## config.mk

```make
export PLATFORM = sky130hd
export DESIGN_NAME = sprite_dma
export DESIGN_NICKNAME = d
export VERILOG_FILES = /design/src/rtl/sdma_pkg.sv /design/src/rtl/sdma_seq.sv /design/src/rtl/sdma_addr.sv /design/src/rtl/sdma_hold.sv /design/src/rtl/sprite_dma.sv
export SDC_FILE = /design/constraint.sdc
export NUM_CORES = 1
export LEC_CHECK = 0
export ABC_AREA = 1
export ABC_CLOCK_PERIOD_IN_PS = 2500
export CAP_MARGIN = 40
export CORE_ASPECT_RATIO = 0.6
export CORE_MARGIN = 1.5
export CORE_UTILIZATION = 45
export DETAILED_ROUTE_END_ITERATION = 8
export PLACE_DENSITY = 0.77
export SYNTH_ARGS = -nofsm -noshare
export SYNTH_HDL_FRONTEND = slang
export SYNTH_HIERARCHICAL = 1
export SYNTH_SLANG_ARGS = --single-unit
```

## constraint.sdc

```tcl
create_clock -name clk -period 2.5 [get_ports clk]
set_input_delay 0.5 -clock clk [delete_from_list [all_inputs] [get_ports clk]]
set_output_delay 0.5 -clock clk [all_outputs]
set_load 0.1 [all_outputs]
```

## src/rtl/sdma_pkg.sv

```systemverilog
package sdma_pkg;
   typedef enum logic [1:0] {
      ST_OFF   = 2'd0,
      ST_WAIT1 = 2'd1,
      ST_FETCH = 2'd2,
      ST_STORE = 2'd3
   } sdma_st_e;
endpackage

```

## src/rtl/sdma_seq.sv

```systemverilog
module sdma_seq
   import sdma_pkg::*;
#(
   parameter int CNT_W    = 8,
   parameter bit ALIGN_RD = 1'b1
) (
   input  logic     clk,
   input  logic     rst_n,
   input  logic     ce,
   input  logic     odd,
   input  logic     trig,
   output sdma_st_e st_o,
   output logic     start_o,
   output logic     rd_go_o,
   output logic     wr_go_o,
   output logic     step_o
);
   sdma_st_e         st_q, st_d;
   logic [CNT_W-1:0] left_q, left_d;
   logic             rd_ok;

   generate
      if (ALIGN_RD) begin : g_align
         assign rd_ok = odd;
      end else begin : g_free
         assign rd_ok = 1'b1;
      end
   endgenerate

   always_comb begin
      st_d   = st_q;
      left_d = left_q;
      case (st_q)
         ST_OFF:   if (trig) st_d = ST_WAIT1;
         ST_WAIT1: begin
            st_d   = ST_FETCH;
            left_d = '1;
         end
         ST_FETCH: if (rd_ok) st_d = ST_STORE;
         ST_STORE: begin
            if (left_q == '0) begin
               st_d = ST_OFF;
            end else begin
               st_d   = ST_FETCH;
               left_d = left_q - 1'b1;
            end
         end
         default:  st_d = ST_OFF;
      endcase
   end

   always_ff @(posedge clk) begin
      if (!rst_n) begin
         st_q   <= ST_OFF;
         left_q <= '0;
      end else if (ce) begin
         st_q   <= st_d;
         left_q <= left_d;
      end
   end

   assign st_o    = st_q;
   assign start_o = ce && trig && (st_q == ST_OFF);
   assign rd_go_o = ce && (st_q == ST_FETCH) && rd_ok;
   assign wr_go_o = ce && (st_q == ST_STORE);
   assign step_o  = wr_go_o && (left_q != '0);
endmodule

```

## src/rtl/sdma_addr.sv

```systemverilog
module sdma_addr #(
   parameter int ADDR_W = 16,
   parameter int OFS_W  = 8,
   localparam int PAGE_W = ADDR_W - OFS_W
) (
   input  logic              clk,
   input  logic              rst_n,
   input  logic              load,
   input  logic [PAGE_W-1:0] page,
   input  logic              step,
   output logic [ADDR_W-1:0] addr
);
   logic [PAGE_W-1:0] page_q;
   logic [OFS_W-1:0]  ofs_q;

   always_ff @(posedge clk) begin
      if (!rst_n) begin
         page_q <= '0;
         ofs_q  <= '0;
      end else if (load) begin
         page_q <= page;
         ofs_q  <= '0;
      end else if (step) begin
         ofs_q  <= ofs_q + 1'b1;
      end
   end

   assign addr = {page_q, ofs_q};
endmodule

```

## src/rtl/sdma_hold.sv

```systemverilog
module sdma_hold #(
   parameter int DATA_W = 8
) (
   input  logic              clk,
   input  logic              rst_n,
   input  logic              cap,
   input  logic [DATA_W-1:0] din,
   output logic [DATA_W-1:0] dout
);
   always_ff @(posedge clk) begin
      if (!rst_n)   dout <= '0;
      else if (cap) dout <= din;
   end
endmodule

```

## src/rtl/sprite_dma.sv

```systemverilog
module sprite_dma
   import sdma_pkg::*;
#(
   parameter int ADDR_W   = 16,
   parameter int OFS_W    = 8,
   parameter int DATA_W   = 8,
   parameter bit ALIGN_RD = 1'b1,
   localparam int PAGE_W  = ADDR_W - OFS_W
) (
   input  logic              clk,
   input  logic              rst_n,
   input  logic              cpu_ce,
   input  logic              cyc_odd,
   input  logic              trig_we,
   input  logic [PAGE_W-1:0] trig_page,
   output logic              rd_req,
   output logic [ADDR_W-1:0] rd_addr,
   input  logic [DATA_W-1:0] rd_data,
   output logic              spr_we,
   output logic [DATA_W-1:0] spr_wdata,
   output logic              busy
);
   generate
      if (OFS_W < 1 || OFS_W >= ADDR_W) begin : g_bad_ofs
         $error("sprite_dma: OFS_W must lie in 1..ADDR_W-1");
      end
      if (DATA_W < 1) begin : g_bad_data
         $error("sprite_dma: DATA_W must be positive");
      end
   endgenerate

   sdma_st_e st;
   logic     start, rd_go, wr_go, step;

   sdma_seq #(.CNT_W(OFS_W), .ALIGN_RD(ALIGN_RD)) u_seq (
      .clk(clk), .rst_n(rst_n), .ce(cpu_ce), .odd(cyc_odd), .trig(trig_we),
      .st_o(st), .start_o(start), .rd_go_o(rd_go), .wr_go_o(wr_go), .step_o(step)
   );

   sdma_addr #(.ADDR_W(ADDR_W), .OFS_W(OFS_W)) u_addr (
      .clk(clk), .rst_n(rst_n), .load(start), .page(trig_page),
      .step(step), .addr(rd_addr)
   );

   sdma_hold #(.DATA_W(DATA_W)) u_hold (
      .clk(clk), .rst_n(rst_n), .cap(rd_go), .din(rd_data), .dout(spr_wdata)
   );

   assign rd_req = rd_go;
   assign spr_we = wr_go;
   assign busy   = (st != ST_OFF);
endmodule

```

# Yosys cells after proc, flatten, opt, wreduce, memory -nomap -nowiden
# Cells that the tools add are included.
# Widths: inputs -> output; s select.
# op_classes
n_bitwise	1
addsub	2
eq_ne	6
muxes	6
reduce_logical	14
# op_table
cell	count
$pmux 8 s2	1
$add 8x1->8 const B	1
$logic_not 8->1	1
$mux 8	1
$pmux 2 s4	1
$reduce_bool 8->1	1
$sub 8x1->8 const B	1
$logic_and 1x1->1	6
$mux 2	3
$ne 2x2->1 const B	3
$reduce_and 3->1	2
$eq 2x2->1 const B	2
$reduce_bool 2->1	2
$eq 2x1->1 const B	1
$logic_not 2->1	1
$reduce_or 2->1	1
$not 1->1	1
# totals
in_bits	21
out_inout_bits	27
reg_bits	34

# Logic depth before layout (Yosys ltp)
# Gate-level depths: netlist of run 1.
# logic_depth
depth_word	3
ltp_mapped	10
ltp_nobuf	10

# Modules after synthesis
# Netlist of run 1, hierarchy kept.
# by_module_without_submodules
module	seq_area_each_um2	cells_per_inst	n_inst	area_per_inst_um2
sdma_addr	320.3	83	1	635.6
sdma_seq	200.2	101	1	635.6
sdma_hold	160.2	51	1	356.6
sprite_dma	0.0	3	1	11.3

# Worst setup path before layout of run 1
# No wires, ideal clock.
# synth_path
path_type	input to register
from	input port cpu_ce
to	register u_hold.dout[4]
t_arrival_ps	4115
path_stages	7
path_buffers	2
setup_ps	118
slack_ps	-1733
cell_sequence	inv_1 > nor4_1 > buf_6 > buf_8 > nand2_2 > nand2_1 > nor2_1
# synth_between
elab_chain_cells	2
# synth_lines
item	line_no	rtl
from (decl)	sprite_dma.sv:12	input logic cpu_ce,
$logic_and 1x1->1 (2 in series)	sdma_seq.sv:64	assign rd_go_o = ce && (st_q == ST_FETCH) && rd_ok;
net rd_req	sprite_dma.sv:16	output logic rd_req,
to (signal assigned)	sdma_hold.sv:12	else if (cap) dout <= din;
to (decl)	sdma_hold.sv:8	output logic [DATA_W-1:0] dout
# The timed path passes the listed nets, and every way through them passes these cells.
# A chain may end at the register's enable or synchronous reset.

# Worst setup path after layout of run 1
# layout_path
from	input port cpu_ce
to	output port rd_req
# layout_between
elab_chain_cells	2
# layout_lines
item	line_no
$logic_and 1x1->1 (2 in series)	sdma_seq.sv:64
to (decl)	sprite_dma.sv:16
# No other way between the ends.

==> results of run 1 <==
==> per-stage QoR <==
step | total power [uW] | hold slack [ns] | area (um^2) | instances | setup slack [ns]
floorplan | 840 | 0.453 | 1650 | 238 | 0.155
global placement | 926 | 0.451 | 2130 | 330 | 0.330
detailed placement | 930 | 0.458 | 2130 | 330 | 0.316
CTS | 1350 | 0.469 | 2220 | 338 | 0.310
global route | 1410 | 0.497 | 2220 | 338 | 0.259
finish | 1340 | 0.464 | 2220 | 338 | 0.312
==> sequential cells by signal, summed over array words and instances (netlist names) <==
name	flops
u_addr/ofs_q	8
u_addr/page_q	8
u_seq/left_q	8
u_hold/dout	8
u_seq/st_o	2
==> cells in the final DEF, fill, tap and decap left out, drive strengths merged <==
master,synthesis,layout
ha,3,3
nand3,16,16
dfxtp,34,34
nor3,2,2
nor2,54,54
nand4,1,1
buf,4,31
nor4,2,2
nand2,59,59
o21ai,13,13
clkdlybuf4s50,0,20
clkinv,0,1
nand3b,1,1
clkinvlp,0,1
or2,2,2
inv,31,31
a211oi,1,1
a21oi,15,15
clkbuf,0,6
==> worst min-delay path: stages, from the launching register on <==
cell and delay (ns):
dfxtp_1 0.32, inv_1 0.05, a21oi_1 0.05
==> report_power, final <==
part / total [uW] / switching (uW) / internal [uW]
combinational: 331 / 228 / 104
sequential: 588 / 21.4 / 567
clock: 424 / 203 / 221
total: 1340 / 452 / 892
==> per-layer routing <==
metal  vias up  wire length [um]
met1       677              1950
met4         0                29
met5         -                 0
met3         4               336
met2        56              1430
li1        849                 -
==> path summary, 6_finish.rpt <==
check / endpoint / slack [ns] / depth (start not counted)
worst min register to register: u_addr/ofs_q[6]$_SDFFE_PP0P_ / 0.46 / 2
worst max register to register: u_addr/ofs_q[7]$_SDFFE_PP0P_ / 0.72 / 10
worst min-delay path: u_addr/ofs_q[6]$_SDFFE_PP0P_ / 0.46 / 2
worst max-delay path: rd_req / 0.31 / 4
==> final cells by class <==
type                       instances  area [um^2]
clock inverter                     2         12.5
clock buffer                       6         82.6
fill                             316         1140
tap                               45         56.3
timing repair buffer              51          458
sequential                        34          681
inverter                          31          116
multi-input combinational        169          817
==> logic make-up (layout without fill, tap and decap cells) <==
family / count (synthesis) / count (layout) / share of synthesized area (%)
fa+ha+maj: 3 / 3 / 2.29
compound gates: 29 / 29 / 9.24
flops: 34 / 34 / 41.5
simple gates: 137 / 137 / 37.0
buf+inv: 35 / 90 / 9.92
==> flow_summary.yaml, run 1 <==
sta:
  rsz0062_at_grt: "false"
  fin_crit_ns: 2.19
  final.period_utilization_pct: 87.5
  slew_headroom_pct: 72.3
  clock_skew_ns: 0.00630
  maxSlewViolCount: 0
  worstMarginPinSlew_ns: 0.412
  fmax_mhz: 457
  setup-violations-final: 0
  fin_setup_tns_ns: 0
  hold_violations: 0
min_path:
  worstHoldStart: "u_addr/ofs_q[6]$_SDFFE_PP0P_"
  hold_path.class: "reg2reg"
floorplanning:
  rows: 16
  dieArea_um2: 4030
  start_util_pct: 48.7
  die_y_um: 49.8
  ios: 48
  core-area_um2: 3360
  die_w_um: 80.9
synth:
  synth-seq-cells: 34
  yosys-top-cells-count: "54 x nand2_1, 49 x nor2_1, 34 x dfxtp_1"
  synth_nets: 262
  synth_area_leaders: "dfxtp_1 42%, nand2_1 12%, nor2_1 11%"
  synth_area_um2: 1640
  synth_top_flop_cell: "dfxtp_1"
  synth_edf_count: 0
  yosysWarningCount: 6
  synthArstFlopShare_pct: 0
  ys_seq_area_share_pct: 41.5
  yosys.area.top_type: "dfxtp_1"
  avgSynthCellArea_um2: 6.89
  synth_cells: 238
  synth.top_cell.area_share_pct: 41.5
  yosysMostFrequentCell: "nand2_1"
  netlist-cell-type-count: 26
critical_path:
  crit_buf_inv: 3
  slowest_stage: "clkdlybuf4s50_1"
  cp_cell_sequence: "clkdlybuf4s50_1, inv_1, nor4_4, buf_12"
  endpoint_kind: "output pin"
  cp.required_ns: 2.00
  path_max_fanout: 4
  criticalPathCategory: "in2out"
  startpoint: "cpu_ce"
  slowest_delay_ns: 0.51
  worstSetupStartpointType: "input pin"
  crit_family: "buffers and inverters"
  critPathArrivalTime_ns: 1.69
  worst_r2r_startpoint: "u_seq/left_q[0]$_SDFFE_PN0P_"
final_layout:
  nets: 316
  fin_util_pct: 66.1
  layout-drive-gt1-share_pct: 18.4
  antenna_cells: 0
  area_growth_pct: 35.6
detailed_routing:
  wl_per_cell_um: 11.1
  detail-route-antenna-nets: 0
  dr.pass1.iters: 4
  dr_total_vias: 1586
  drc: 0
  drt_iter0_markers: 73
  via_per_inst: 4.69
  routed_wl_um: 3740
clocking:
  hold_buffers: 0
  cts_buffers: 5
  clock-sinks: 34
  clock_path_buffers: 2
  cts_root_buf: "clkbuf_8"
  htreeDepth: 2
  cts_tree: "done"
  post_cts_buffers: 0
  post_cts_resized: 0
  clkSlewWorstSetupHoldPaths_ns: 0.07
  clkLatencyLatePin_ns: 0.29
placement:
  port_buffers: 47
  place.gp.congestion: 0.789
  dp_hpwl_um: 2780
grt:
  grt_max_degree: 17
  grt.met1_usage_pct: 28.8
  grt_overflow: 0
  grt_pass1_vias: 1409
  grt.busiest_layer: "met1"
  use_met2_pct: 27.9
  antenna_found_initial: 0
  grt_util_all_layers_pct: 20.3
  grt_pass1_wl_um: 6230
  grt_use_met3_pct: 7.78
pwr:
  p_per_area_nw_per_um2: 604
  power_leakage_uw: 0.00101
  ir_drop_mv: 0.388
flow_run:
  cap_violations: 0
status:
  status: "completed"
No activity file was read; power rests on OpenSTA's default activity.
==> inputs of run 2 (changes only) <==
Settings changed: CORE_UTILIZATION 45 to 47, PLACE_DENSITY 0.77 to 0.79.
==> flow_summary.yaml, run 2 (synthesis results as in run 1) <==
status:
  status: "completed"
floorplanning:
  rows: 16
  ios: 48
  die_y_um: 48.7
  dieArea_um2: 3860
  start_util_pct: 49.6
  die_w_um: 79.2
  core-area_um2: 3300
critical_path:
  r2r_setup_slack_ns: 0.72
  cp-endpoint: "rd_req"
  cp_cell_sequence: "clkdlybuf4s50_1, inv_1, nor4_4, buf_12"
  worstSetupStartpointType: "input pin"
  cp.required_ns: 2.00
  slowest_delay_ns: 0.49
  criticalPathCategory: "in2out"
  worst_r2r_startpoint: "u_seq/left_q[0]$_SDFFE_PN0P_"
  critPathArrivalTime_ns: 1.64
  endpoint_kind: "output pin"
  r2r_cells: 11
  startpoint: "cpu_ce"
  path_max_fanout: 4
  r2r_end: "u_addr/ofs_q[7]$_SDFFE_PP0P_"
  slowest_stage: "clkdlybuf4s50_1"
final_layout:
  regArea_um2: 681
  fin_util_pct: 67.7
  multi_input_area_um2: 817
  antenna_cells: 0
  mostFrequentLayoutCell: "nand2_1"
  layout-drive-gt1-share_pct: 17.7
  nets: 316
  layout_common_cells: "54 x nand2_1, 49 x nor2_1, 34 x dfxtp_1, 30 x inv_1, 29 x buf_4"
  nFillCells: 302
  area_growth_pct: 36.3
  final_area_um2: 2230
detailed_routing:
  wl_per_cell_um: 10.9
  via_per_inst: 4.71
  dr_total_vias: 1593
  drt_iter0_markers: 71
  drc: 0
  routed_wl_um: 3680
  detail-route-antenna-nets: 0
  dr.pass1.iters: 4
clocking:
  hold_buffers: 0
  post_cts_buffers: 0
  clock_path_buffers: 2
  cts_buffers: 5
  clkLatencyLatePin_ns: 0.28
  htreeDepth: 2
  clkSlewWorstSetupHoldPaths_ns: 0.07
  post_cts_resized: 0
  clock-sinks: 34
  cts_tree: "done"
  cts_root_buf: "clkbuf_8"
grt:
  grt_overflow: 0
  grt_max_degree: 17
  antenna_found_initial: 0
  grt_pass1_vias: 1388
  grt_pass1_wl_um: 6310
  grt_util_all_layers_pct: 21.0
placement:
  dp_hpwl_um: 2760
  port_buffers: 47
  dp_slack_ns: 0.348
  place.gp.congestion: 0.895
  place_area_um2: 2130
pwr:
  p_per_area_nw_per_um2: 627
  ir_drop_mv: 0.351
  power_leakage_uw: 0.00101
sta:
  worstMarginPinSlew_ns: 0.379
  setup-violations-final: 0
  final.period_utilization_pct: 85.7
  rsz0062_at_grt: "false"
  fmax_mhz: 467
  maxSlewViolCount: 0
  setup_slack_ns: 0.358
  slew_headroom_pct: 74.7
  hold_violations: 0
  clock_skew_ns: 0.00655
  fin_crit_ns: 2.14
  fin_setup_tns_ns: 0
min_path:
  min_path_cells: 2
  hold_path.class: "reg2reg"
  worstHoldStart: "u_addr/ofs_q[6]$_SDFFE_PP0P_"
flow_run:
  cap_violations: 0
-- run 2: cell types whose count changed in the layout (fill, tap and decap cells not counted), sizes merged --
| cell | change |
|---|---|
| bufinv | +1 |
| clkbuf | +1 |
| clkinv | -1 |
| clkinvlp | -1 |
-- run 2: how the worst min path moves through the flow --
| stage | to | slack [ns] |
|---|---|---|
| finish | u_addr/ofs_q[6]$_SDFFE_PP0P_ | 0.47 |
| global route | u_hold/dout[0]$_SDFFE_PN0P_ | 0.49 |
| CTS | u_addr/ofs_q[6]$_SDFFE_PP0P_ | 0.47 |
| detailed placement | u_addr/ofs_q[6]$_SDFFE_PP0P_ | 0.46 |
| global placement | u_addr/ofs_q[6]$_SDFFE_PP0P_ | 0.45 |
| floorplan | u_seq/left_q[7]$_SDFFE_PN0P_ | 0.45 |
-- run 2: per-stage QoR --
step                      hold slack [ns]  total power [uW]  cells
after global routing                0.492              1480    338
after global placement              0.453               925    330
after CTS                           0.470              1410    338
after floorplan                     0.453               840    238
final                               0.474              1400    338
after detailed placement            0.459               930    330
-- run 2: per-layer routing --
layer  wire, um  GRT usage, %  vias to the layer above  part of all wire (%)
met5          0             0                        -                     0
met4          4          3.51                        0                  0.11
met3        301          7.17                        2                   8.2
met2       1510          31.5                       57                    41
met1       1860          29.6                      683                    51
li1           -             -                      851                     -
-- run 2: power breakdown --
part	switching [uW]	internal (uW)	total (uW)	leakage, uW
clock	183	298	481	0.0000524
combinational	227	104	331	0.000685
sequential	21.9	567	589	0.000277
total	432	969	1400	0.00101
-- run 2: cell type report --
type | count | area share (%)
inverters | 31 | 5.21
well taps | 45 | 2.52
multi-input cells | 169 | 36.6
flip-flops and latches | 34 | 30.5
clock inverters | 1 | 1.34
clock buffers | 7 | 3.42
repair buffers | 51 | 20.5
-- run 2: critical path, delay by kind of cell --
kind,cells,cell delay (ns)
buffers and inverters,3,0.83
and+or+nand+nor,1,0.31
==> inputs of run 3 (changes only) <==
==> constraint.sdc (replaced) <==
create_clock -name clk -period 2.5 [get_ports clk]
set_input_delay 0.5 -clock clk [delete_from_list [all_inputs] [get_ports clk]]
set_output_delay 0.5 -clock clk [all_outputs]
set_load 0.05 [all_outputs]
==> flow_summary.yaml, run 3 (synthesis results as in run 1) <==
pwr:
  p_per_area_nw_per_um2: 563
  power_leakage_uw: 0.000959
  ir_drop_mv: 0.428
placement:
  place_area_um2: 2180
  dp_hpwl_um: 2690
  port_buffers: 47
  dp_cells: 330
  dp_slack_ns: 0.320
  place.gp.congestion: 0.821
floorplanning:
  rows: 16
  start_util_pct: 49.6
  ios: 48
  die_y_um: 48.7
  die_w_um: 79.2
  core-area_um2: 3300
  dieArea_um2: 3860
critical_path:
  path_max_fanout: 6
  criticalPathCategory: "reg2out"
  r2r_setup_slack_ns: 0.82
  r2r_end: "u_addr/ofs_q[7]$_SDFFE_PP0P_"
  worst_r2r_startpoint: "u_seq/left_q[0]$_SDFFE_PN0P_"
  r2r_cells: 11
  endpoint_kind: "output pin"
  critPathArrivalTime_ns: 1.68
  worstSetupStartpointType: "flip-flop"
  cp.required_ns: 2.00
grt:
  grt_overflow: 0
  grt_pass1_vias: 1456
  grt_max_degree: 17
  antenna_found_initial: 0
  grt_pass1_wl_um: 6530
  grt_util_all_layers_pct: 21.7
detailed_routing:
  detail-route-antenna-nets: 0
  drc: 0
  wl_per_cell_um: 11.0
  via_per_inst: 4.74
  dr_total_vias: 1601
  routed_wl_um: 3710
  drt_iter0_markers: 71
  dr.pass1.iters: 4
final_layout:
  nets: 316
  layout-drive-gt1-share_pct: 9.90
  area_growth_pct: 38.9
  layout_common_cells: "54 x nand2_1, 49 x nor2_1, 45 x clkdlybuf4s50_1, 34 x dfxtp_1, 30 x inv_1"
  stdcell_count: 338
  antenna_cells: 0
  fin_util_pct: 68.9
  mostFrequentLayoutCell: "nand2_1"
  final_area_um2: 2280
sta:
  setup_slack_ns: 0.315
  slew_headroom_pct: 65.0
  hold_violations: 0
  setup-violations-final: 0
  fin_crit_ns: 2.18
  fin_setup_tns_ns: 0
  clock_skew_ns: 0.00613
  worstMarginPinSlew_ns: 0.523
  rsz0062_at_grt: "false"
  final.period_utilization_pct: 87.4
  fmax_mhz: 458
  maxSlewViolCount: 0
clocking:
  post_cts_resized: 0
  htreeDepth: 2
  clock_path_buffers: 2
  clkSlewWorstSetupHoldPaths_ns: 0.07
  post_cts_buffers: 0
  cts_tree: "done"
  cts_root_buf: "clkbuf_8"
  clock-sinks: 34
  hold_buffers: 0
  cts_buffers: 5
  clkLatencyLatePin_ns: 0.28
min_path:
  min_path_cells: 2
  worstHoldStart: "u_addr/ofs_q[6]$_SDFFE_PP0P_"
  hold_path.class: "reg2reg"
  min_to: "u_addr/ofs_q[6]$_SDFFE_PP0P_"
flow_run:
  cap_violations: 0
status:
  status: "completed"
[run 3: changes by cell type in the layout (fill, tap and decap cells not counted)]
cell / before / now
clkbuf_1: 2 / 0
clkdlybuf4s50_1: 20 / 45
clkinv_2: 0 / 1
clkbuf_8: 5 / 6
nor4_4: 1 / 0
clkinvlp_4: 0 / 1
buf_4: 29 / 4
nor4_2: 1 / 2
bufinv_16: 1 / 0
[run 3: where the power goes]
part	internal, uW	leakage (uW)	switching (uW)	total (uW)
logic	109	0.000635	167	275
registers	567	0.000277	19.8	586
clock network	221	0.0000472	200	421
total	897	0.000959	386	1280
[run 3: critical path: stages (launching register included)]
cell and delay (ns):
dfxtp_1 0.45, inv_1 0.07, nand2_1 0.09, clkdlybuf4s50_1 0.80
[run 3: through the flow]
| stage | hold WS, ns | power [uW] |
|---|---|---|
| floorplan | 0.453 | 777 |
| global placement | 0.449 | 868 |
| detailed placement | 0.458 | 872 |
| CTS | 0.470 | 1290 |
| global route | 0.490 | 1360 |
| finish | 0.467 | 1280 |
[run 3: layout make-up]
type                    instances  area, um^2
well taps                      45        56.3
clock buffers                   6        82.6
inverters                      31         116
repair buffers                 51         520
clock inverters                 2        12.5
flip-flops and latches         34         681
fillers                       295        1030
multi-input cells             169         808
[run 3: worst max-delay path by stage]
stage	to	from	slack, ns
CTS	busy	u_seq/st_o[0]$_SDFFE_PN0P_	0.30
global route	rd_req	cpu_ce	0.24
detailed placement	rd_req	cpu_ce	0.32
floorplan	u_hold/dout[4]$_SDFFE_PN0P_	cpu_ce	0.36
global placement	rd_req	cpu_ce	0.33
finish	busy	u_seq/st_o[0]$_SDFFE_PN0P_	0.32
[run 3: metal layers]
| layer | GRT usage, % | share of wire (%) | vias to the layer above |
|---|---|---|---|
| met2 | 31.5 | 40 | 46 |
| met1 | 30.2 | 49 | 699 |
| li1 | - | - | 853 |
| met3 | 9.43 | 10 | 3 |
| met5 | 0 | 0 | - |
| met4 | 4.39 | 0.38 | 0 |
